## src/rtl/sdram2b_pkg.sv

```systemverilog
package sdram2b_pkg;
  // {cs_n, ras_n, cas_n, we_n}
  typedef enum logic [3:0] {
    CMD_LMR  = 4'b0000,
    CMD_REF  = 4'b0001,
    CMD_PRE  = 4'b0010,
    CMD_ACT  = 4'b0011,
    CMD_WR   = 4'b0100,
    CMD_RD   = 4'b0101,
    CMD_NOP  = 4'b0111,
    CMD_DESL = 4'b1111
  } sd_cmd_e;

  typedef enum logic [2:0] {
    ST_POWERUP, ST_PRE, ST_REF1, ST_REF2, ST_MRS, ST_IDLE, ST_ACCESS
  } seq_state_e;
endpackage

```

## src/rtl/sdram2b_ref_timer.sv

```systemverilog
module sdram2b_ref_timer #(
  parameter int INTERVAL = 3120
) (
  input  logic clk,
  input  logic rst_n,
  input  logic ack,
  output logic pending
);
  localparam int CW = $clog2(INTERVAL + 1);

  logic [CW-1:0] cnt_q;
  logic          tick;

  assign tick = (cnt_q == '0);

  always_ff @(posedge clk or negedge rst_n) begin
    if (!rst_n) begin
      cnt_q   <= CW'(INTERVAL - 1);
      pending <= 1'b0;
    end else begin
      cnt_q <= tick ? CW'(INTERVAL - 1) : cnt_q - 1'b1;
      if (tick)      pending <= 1'b1;
      else if (ack)  pending <= 1'b0;
    end
  end

  AST_REF_HOLD: assert property (@(posedge clk) disable iff (!rst_n)
    (pending && !ack) |=> pending);
endmodule

```

## src/rtl/sdram2b_rd_capture.sv

```systemverilog
module sdram2b_rd_capture #(
  parameter int DW        = 16,
  parameter int BURST_LEN = 4
) (
  input  logic          clk,
  input  logic          rst_n,
  input  logic          start,
  input  logic          cl3,
  input  logic [DW-1:0] dq_in,
  output logic          rd_valid,
  output logic [DW-1:0] rd_data
);
  localparam int BW = $clog2(BURST_LEN + 1);

  logic [1:0]    wait_q;
  logic [BW-1:0] beats_q;

  always_ff @(posedge clk or negedge rst_n) begin
    if (!rst_n) begin
      wait_q   <= '0;
      beats_q  <= '0;
      rd_valid <= 1'b0;
      rd_data  <= '0;
    end else begin
      rd_valid <= 1'b0;
      if (start) begin
        wait_q  <= cl3 ? 2'd3 : 2'd2;
        beats_q <= BW'(BURST_LEN);
      end else if (wait_q != '0) begin
        wait_q <= wait_q - 1'b1;
      end else if (beats_q != '0) begin
        rd_valid <= 1'b1;
        rd_data  <= dq_in;
        beats_q  <= beats_q - 1'b1;
      end
    end
  end

  AST_NO_READ_OVERLAP: assert property (@(posedge clk) disable iff (!rst_n)
    start |-> (beats_q == '0 && wait_q == '0));
  AST_NO_EARLY_BEAT: assert property (@(posedge clk) disable iff (!rst_n)
    start |=> !rd_valid);
endmodule

```

## src/rtl/sdram2b_cmd_seq.sv

```systemverilog
module sdram2b_cmd_seq
  import sdram2b_pkg::*;
#(
  parameter int ROW_W     = 11,
  parameter int COL_W     = 9,
  parameter int DW        = 16,
  parameter int BURST_LEN = 4,
  parameter int INIT_WAIT = 40000,
  parameter int T_RP      = 3,
  parameter int T_RFC     = 14,
  parameter int T_MRD     = 2,
  parameter int T_RCD     = 3,
  parameter int T_WR      = 2
) (
  input  logic                     clk,
  input  logic                     rst_n,
  input  logic                     cfg_cas3,
  input  logic                     req_valid,
  input  logic                     req_write,
  input  logic [ROW_W+COL_W:0]     req_addr,
  input  logic [DW-1:0]            req_wdata,
  input  logic [DW/8-1:0]          req_mask,
  input  logic                     ref_pend,
  output logic                     req_ready,
  output logic                     ref_ack,
  output logic                     rd_start,
  output logic                     cl3,
  output sd_cmd_e                  cmd,
  output logic                     cke,
  output logic                     ba,
  output logic [ROW_W-1:0]         addr,
  output logic [DW/8-1:0]          dqm,
  output logic [DW-1:0]            dq_out,
  output logic                     dq_oe
);
  localparam int AW     = ROW_W + COL_W + 1;
  localparam int AP_BIT = ROW_W - 1;
  localparam int MW     = DW / 8;
  localparam int RD_REC = 3 + BURST_LEN + T_RP;
  localparam int SHORT  = (T_RFC > RD_REC ? T_RFC : RD_REC) + T_WR + T_RP + T_RCD + T_MRD;
  localparam int TMAX   = INIT_WAIT > SHORT ? INIT_WAIT : SHORT;
  localparam int TW     = $clog2(TMAX + 1);
  localparam logic [2:0] BL_CODE = 3'($clog2(BURST_LEN));

  seq_state_e       state;
  logic [TW-1:0]    tmr;
  logic             lat_wr, lat_bank;
  logic [COL_W-1:0] lat_col;
  logic [DW-1:0]    lat_data;
  logic [MW-1:0]    lat_mask;
  logic             slot;
  logic [ROW_W-1:0] mode_word;

  assign slot      = (tmr == '0);
  assign req_ready = (state == ST_IDLE) && slot && !ref_pend;
  assign ref_ack   = (state == ST_IDLE) && slot && ref_pend;
  assign rd_start  = (state == ST_ACCESS) && slot && !lat_wr;

  always_comb begin
    mode_word      = '0;
    mode_word[9]   = 1'b1;
    mode_word[6:4] = cfg_cas3 ? 3'd3 : 3'd2;
    mode_word[2:0] = BL_CODE;
  end

  always_ff @(posedge clk or negedge rst_n) begin
    if (!rst_n) begin
      state    <= ST_POWERUP;
      tmr      <= TW'(INIT_WAIT);
      cmd      <= CMD_DESL;
      cke      <= 1'b0;
      ba       <= 1'b0;
      addr     <= '0;
      dqm      <= '1;
      dq_out   <= '0;
      dq_oe    <= 1'b0;
      cl3      <= 1'b0;
      lat_wr   <= 1'b0;
      lat_bank <= 1'b0;
      lat_col  <= '0;
      lat_data <= '0;
      lat_mask <= '0;
    end else begin
      cmd   <= cke ? CMD_NOP : CMD_DESL;
      dq_oe <= 1'b0;
      dqm   <= (state == ST_IDLE || state == ST_ACCESS) ? '0 : '1;
      if (!slot) begin
        tmr <= tmr - 1'b1;
      end else begin
        unique case (state)
          ST_POWERUP: begin
            cke   <= 1'b1;
            tmr   <= TW'(1);
            state <= ST_PRE;
          end
          ST_PRE: begin
            cmd          <= CMD_PRE;
            addr         <= '0;
            addr[AP_BIT] <= 1'b1;
            tmr          <= TW'(T_RP - 1);
            state        <= ST_REF1;
          end
          ST_REF1: begin
            cmd   <= CMD_REF;
            tmr   <= TW'(T_RFC - 1);
            state <= ST_REF2;
          end
          ST_REF2: begin
            cmd   <= CMD_REF;
            tmr   <= TW'(T_RFC - 1);
            state <= ST_MRS;
          end
          ST_MRS: begin
            cmd   <= CMD_LMR;
            ba    <= 1'b0;
            addr  <= mode_word;
            cl3   <= cfg_cas3;
            tmr   <= TW'(T_MRD - 1);
            state <= ST_IDLE;
          end
          ST_IDLE: begin
            if (ref_pend) begin
              cmd <= CMD_REF;
              tmr <= TW'(T_RFC - 1);
            end else if (req_valid) begin
              lat_wr   <= req_write;
              lat_bank <= req_addr[AW-1];
              lat_col  <= req_addr[COL_W-1:0];
              lat_data <= req_wdata;
              lat_mask <= req_mask;
              cmd      <= CMD_ACT;
              ba       <= req_addr[AW-1];
              addr     <= req_addr[AW-2:COL_W];
              tmr      <= TW'(T_RCD - 1);
              state    <= ST_ACCESS;
            end
          end
          ST_ACCESS: begin
            ba                 <= lat_bank;
            addr               <= '0;
            addr[AP_BIT]       <= 1'b1;
            addr[COL_W-1:0]    <= lat_col;
            state              <= ST_IDLE;
            if (lat_wr) begin
              cmd    <= CMD_WR;
              dq_out <= lat_data;
              dq_oe  <= 1'b1;
              dqm    <= lat_mask;
              tmr    <= TW'(T_WR + T_RP - 1);
            end else begin
              cmd <= CMD_RD;
              tmr <= cl3 ? TW'(RD_REC - 1) : TW'(RD_REC - 2);
            end
          end
          default: state <= ST_IDLE;
        endcase
      end
    end
  end

  AST_ACCEPT_ACT: assert property (@(posedge clk) disable iff (!rst_n)
    (req_valid && req_ready) |=> (cmd == CMD_ACT && ba == $past(req_addr[AW-1])));
  AST_ACCEPT_BUSY: assert property (@(posedge clk) disable iff (!rst_n)
    (req_valid && req_ready) |=> !req_ready);
  AST_RW_AUTOPRE: assert property (@(posedge clk) disable iff (!rst_n)
    (cmd == CMD_RD || cmd == CMD_WR) |-> addr[AP_BIT]);
  AST_READY_AFTER_CKE: assert property (@(posedge clk) disable iff (!rst_n)
    !cke |-> !req_ready);
  AST_RD_DQM_LOW: assert property (@(posedge clk) disable iff (!rst_n)
    (cmd == CMD_RD) |-> (dqm == '0));
endmodule

```

## src/rtl/sdram2b_ctrl.sv

```systemverilog
module sdram2b_ctrl
  import sdram2b_pkg::*;
#(
  parameter int ROW_W        = 11,
  parameter int COL_W        = 9,
  parameter int DW           = 16,
  parameter int BURST_LEN    = 4,
  parameter int INIT_WAIT    = 40000,
  parameter int REF_INTERVAL = 3120,
  parameter int T_RP         = 3,
  parameter int T_RFC        = 14,
  parameter int T_MRD        = 2,
  parameter int T_RCD        = 3,
  parameter int T_WR         = 2
) (
  input  logic                   clk,
  input  logic                   rst_n,
  input  logic                   cfg_cas3,
  input  logic                   req_valid,
  output logic                   req_ready,
  input  logic                   req_write,
  input  logic [ROW_W+COL_W:0]   req_addr,
  input  logic [DW-1:0]          req_wdata,
  input  logic [DW/8-1:0]        req_mask,
  output logic                   rd_valid,
  output logic [DW-1:0]          rd_data,
  output logic                   sd_cke,
  output logic                   sd_cs_n,
  output logic                   sd_ras_n,
  output logic                   sd_cas_n,
  output logic                   sd_we_n,
  output logic                   sd_ba,
  output logic [ROW_W-1:0]       sd_addr,
  output logic [DW/8-1:0]        sd_dqm,
  output logic [DW-1:0]          sd_dq_out,
  output logic                   sd_dq_oe,
  input  logic [DW-1:0]          sd_dq_in
);
  logic    ref_pend, ref_ack, rd_start, cl3;
  sd_cmd_e cmd;

  sdram2b_ref_timer #(.INTERVAL(REF_INTERVAL)) u_ref (
    .clk(clk), .rst_n(rst_n), .ack(ref_ack), .pending(ref_pend)
  );

  sdram2b_cmd_seq #(
    .ROW_W(ROW_W), .COL_W(COL_W), .DW(DW), .BURST_LEN(BURST_LEN),
    .INIT_WAIT(INIT_WAIT), .T_RP(T_RP), .T_RFC(T_RFC), .T_MRD(T_MRD),
    .T_RCD(T_RCD), .T_WR(T_WR)
  ) u_seq (
    .clk(clk), .rst_n(rst_n), .cfg_cas3(cfg_cas3),
    .req_valid(req_valid), .req_write(req_write), .req_addr(req_addr),
    .req_wdata(req_wdata), .req_mask(req_mask), .ref_pend(ref_pend),
    .req_ready(req_ready), .ref_ack(ref_ack), .rd_start(rd_start), .cl3(cl3),
    .cmd(cmd), .cke(sd_cke), .ba(sd_ba), .addr(sd_addr), .dqm(sd_dqm),
    .dq_out(sd_dq_out), .dq_oe(sd_dq_oe)
  );

  sdram2b_rd_capture #(.DW(DW), .BURST_LEN(BURST_LEN)) u_cap (
    .clk(clk), .rst_n(rst_n), .start(rd_start), .cl3(cl3),
    .dq_in(sd_dq_in), .rd_valid(rd_valid), .rd_data(rd_data)
  );

  assign {sd_cs_n, sd_ras_n, sd_cas_n, sd_we_n} = cmd;

  AST_WR_DRIVES_BUS: assert property (@(posedge clk) disable iff (!rst_n)
    sd_dq_oe |-> ({sd_cs_n, sd_ras_n, sd_cas_n, sd_we_n} == 4'b0100));
endmodule

```

## config.mk

```make
export PLATFORM = sky130hd
export DESIGN_NAME = sdram2b_ctrl
export DESIGN_NICKNAME = d
export VERILOG_FILES = /design/src/rtl/sdram2b_pkg.sv /design/src/rtl/sdram2b_ref_timer.sv /design/src/rtl/sdram2b_rd_capture.sv /design/src/rtl/sdram2b_cmd_seq.sv /design/src/rtl/sdram2b_ctrl.sv
export SDC_FILE = /design/constraint.sdc
export NUM_CORES = 1
export LEC_CHECK = 0
export ABC_AREA = 0
export BUFFER_PORTS_ARGS = -buffer_cell sky130_fd_sc_hd__buf_2
export CAP_MARGIN = 20
export CORE_ASPECT_RATIO = 0.75
export CORE_MARGIN = 2
export CORE_UTILIZATION = 40
export CTS_CLUSTER_SIZE = 28
export DETAILED_ROUTE_END_ITERATION = 6
export RECOVER_POWER = 25
export SLEW_MARGIN = 10
export SYNTH_ARGS = -nofsm -noshare
export SYNTH_HDL_FRONTEND = slang
export SYNTH_SLANG_ARGS = --single-unit
export TNS_END_PERCENT = 5
```

## constraint.sdc

```tcl
create_clock -name clk -period 2.1 [get_ports clk]
set_input_delay 0.21 -clock clk [delete_from_list [all_inputs] [get_ports clk]]
set_output_delay 0.21 -clock clk [all_outputs]
set_load 0.03 [all_outputs]
```

==> results.md <==
- Status: finished, final reports clean
- Peak VDD IR: slightly below 0.7 mV
- Post-synth ARST share: 100%
- Commonest non-fill, non-tap cells in the layout: buf_2, dfrtp_1, mux2_2, buf_4, o21ai_0
- Multi-input combinational cell area: 0.00231 mm2
- Worst path slowest cell: dfrtp_1
- WL/cell: approximately 16 um
- Final Power: around 6.3 mW
- I/O Buffers: 113
- Hold Crit Class: input pin to flip-flop
- Worst Path Max Fanout: 17
- Leakage power: 3.45 nW
- Vias in the first global route: approximately 4100
- Max Slew Vio Count: 0
- Most common cell after layout, fill and taps aside: buf_2
- Crit end category: flip-flop
- Synth-to-Final Area Change: 31.3%
- Depth of the CTS H-tree: 4
- Nets: 662
- Fmax achieved: 484 MHz
- Die Y: 105 um
- Row count: 36
- Max-Cap Viols: 0
- Syn Nets: 513
- Post-synthesis sequential area ratio: between 50% and 60%
- Total wire length: 12600 um
- GRT overflow: 0
- Endpoints failing hold: 0
- Post-synth EDFFs: 0
- Worst slack at placement: 0.00591 ns
- Post-Syn Area: 0.00546 mm2
- ANT cells: 0
- Largest net degree at the start of global routing: 37
- Max-slew headroom: roughly 40%
- Gpl congestion: 0.817
- Drt pass-1 iters: 4
- Reg clk slew, reported paths: 0.06 ns
- Ratio of cells with drive above 1 in the final layout: 46.5%
- CTS sink cnt: 120
- Setup Skew: roughly 0.0080 ns
- Crit Path Category: flip-flop to flip-flop
- # setup viols final: 0
- Clock tree buffer depth: 2
- Data arrival, critical path: approximately 2.4 ns
- Final period utilization: 98.3%
- Setup crit start: u_seq.tmr[0]
- Vias: 4053
- First-pass GRT wire length: 21300 um
- Slew @ Worst Pin: 0.894 ns
- Post-synth top area cell: dfrtp_1
- Root buffer cell: clkbuf_16
- Drt drc: 0
- Worst path max stage delay: 0.39 ns
- Die W: 139 um
- Core ar.: about 0.013 mm2
- CTS tree: yes
- DRT antenna net count: 0
- Pwr/cell area: slightly below 900 mW/mm2
- HPWL after DPL: 8980 um
- Num CTS Buffers: 17
- Register cell area after layout: slightly above 0.003 mm2
- Clk Latency, worst-skew pair: ~0.41 ns
- Antenna violations before repair: 0
- Total GRT Usage: between 10% and 20%
- Worst EP required: 2.38 ns
- Top FF cell, synth: dfrtp_1
- Largest cells by area after synthesis: dfrtp_1, mux2_2, dfstp_2, mux2_4, o21ai_0
- Setup ws final: about 0.036 ns
- Num ports: between 100 and 150
- # fillers: 1139
- Critical path, cell by cell: inv_2, ha_4, nor3b_4, buf_4, nand4_2, buf_4, o31ai_4, buf_12, mux2_2
- Min-delay src: req_wdata[4]
- Die area: 0.0146 mm2
- Post-synth cell types: 65
- Initial Util: about two fifths
- Initial drt markers: 250
- Synth warn: 0
- Reg2reg start: u_seq.tmr[0]
- Tmin final: 2.06 ns
- Gate Count Post-Synth: between 400 and 500
- Synth Area per Inst: 12.3 um2
- Crit start category: flip-flop
- Synth top area share: 46.7%
- Post-synthesis register bit count: 120
- Avg Vias per Cell: 5.20
- RSZ-0062 raised after global routing: yes
- Most frequent CP cell: buf_4
==> cells by family after synthesis <==
logic type | synth area share [%]
multiplexers | 14.2
XOR/XNOR | 2.72
adder cells (fa/ha/maj) | 1.60
AND/OR/NAND/NOR | 12.3
AO/OA/AOI/OAI | 10.3
flip-flops | 55.4
buffers and inverters | 3.39
==> area by class of cell <==
class                           instances  share of cell area (%)
Clock buffer                           19                    6.17
Clock inverter                         13                    3.04
Inverter                               18                   0.942
Multi-Input combinational cell        288                    32.3
Sequential cell                       120                    42.2
Tap cell                              171                    2.98
Timing Repair Buffer                  150                    12.4
==> flip-flops by register name (all words and copies together), names as in the netlist, 2 cells and up <==
register        cells
u_cap.rd_data      16
u_seq.dq_out       16
u_seq.lat_data     16
u_seq.tmr          16
u_ref.cnt_q        12
u_seq.addr         11
u_seq.lat_col       9
u_seq.cmd           4
u_cap.beats_q       3
u_seq.state         3
u_cap.wait_q        2
u_seq.dqm           2
u_seq.lat_mask      2
==> path summary, 6_finish.rpt <==
path                                      to  slack [ns]  cells past startpoint
hold reg to reg                 u_seq.cmd[3]        0.43                      1
setup reg to reg            u_cap.rd_data[6]        0.04                      9
min in group asynchronous      u_seq.addr[5]        0.45                      2
hold / removal             u_seq.lat_data[4]        0.03                      2
max in group asynchronous   u_cap.rd_data[0]        0.32                      3
setup / recovery            u_cap.rd_data[6]        0.04                      9
==> what timing repair did <==
item	in CTS	in global routing
setup endpoints to repair	1	67
gates resized for setup	6	9
endpoints found under the hold margin	24	0
pin swaps	3	2
setup buffers	7	0
hold buffers	1	0
==> metrics by stage <==
stage | hold WS, ns | setup TNS, ns | area (um2) | std cells | util (%)
CTS | 0.0106 | -0.0262 | 7150 | 779 | 54.4
floorplan | -0.0856 | -1.25 | 5470 | 446 | -
global placement | 0.201 | 0 | 6400 | 739 | 48.7
global route | 0.0135 | -1.44 | 7170 | 779 | 54.5
finish | 0.0282 | 0 | 7170 | 779 | 54.5
detailed placement | 0.204 | 0 | 6400 | 739 | 48.7
==> Yosys cell counts, drive strengths merged, types with 10 or more instances <==
| library cell | count |
|---|---|
| xor2 | 10 |
| clkbuf | 11 |
| dfstp | 18 |
| a21oi | 15 |
| inv | 18 |
| o21ai | 29 |
| mux2 | 64 |
| nor2 | 24 |
| nor3 | 15 |
| dfrtp | 102 |
| nand2 | 19 |
| nand3 | 10 |
==> routing by layer <==
metal	part of all wire (%)	up-vias	track usage, %
li1	-	1909	-
met1	47	2009	25.7
met2	45	127	26.9
met3	7.2	8	6.18
met4	0.82	0	5.05
met5	0	-	0
==> critical path: cells and delay by family, from the launching register on <==
family	cells	cell delay (ns)
buf+inv	4	0.59
flops	1	0.39
simple gates	2	0.27
mux	1	0.35
compound gates	1	0.21
fa+ha+maj	1	0.13
==> where the power goes <==
part	switching [mW]	internal [mW]
registers	0.0763	2.43
clock network	1.08	2.15
logic	0.334	0.233
Note: power is estimated with default switching activity, not from simulation.
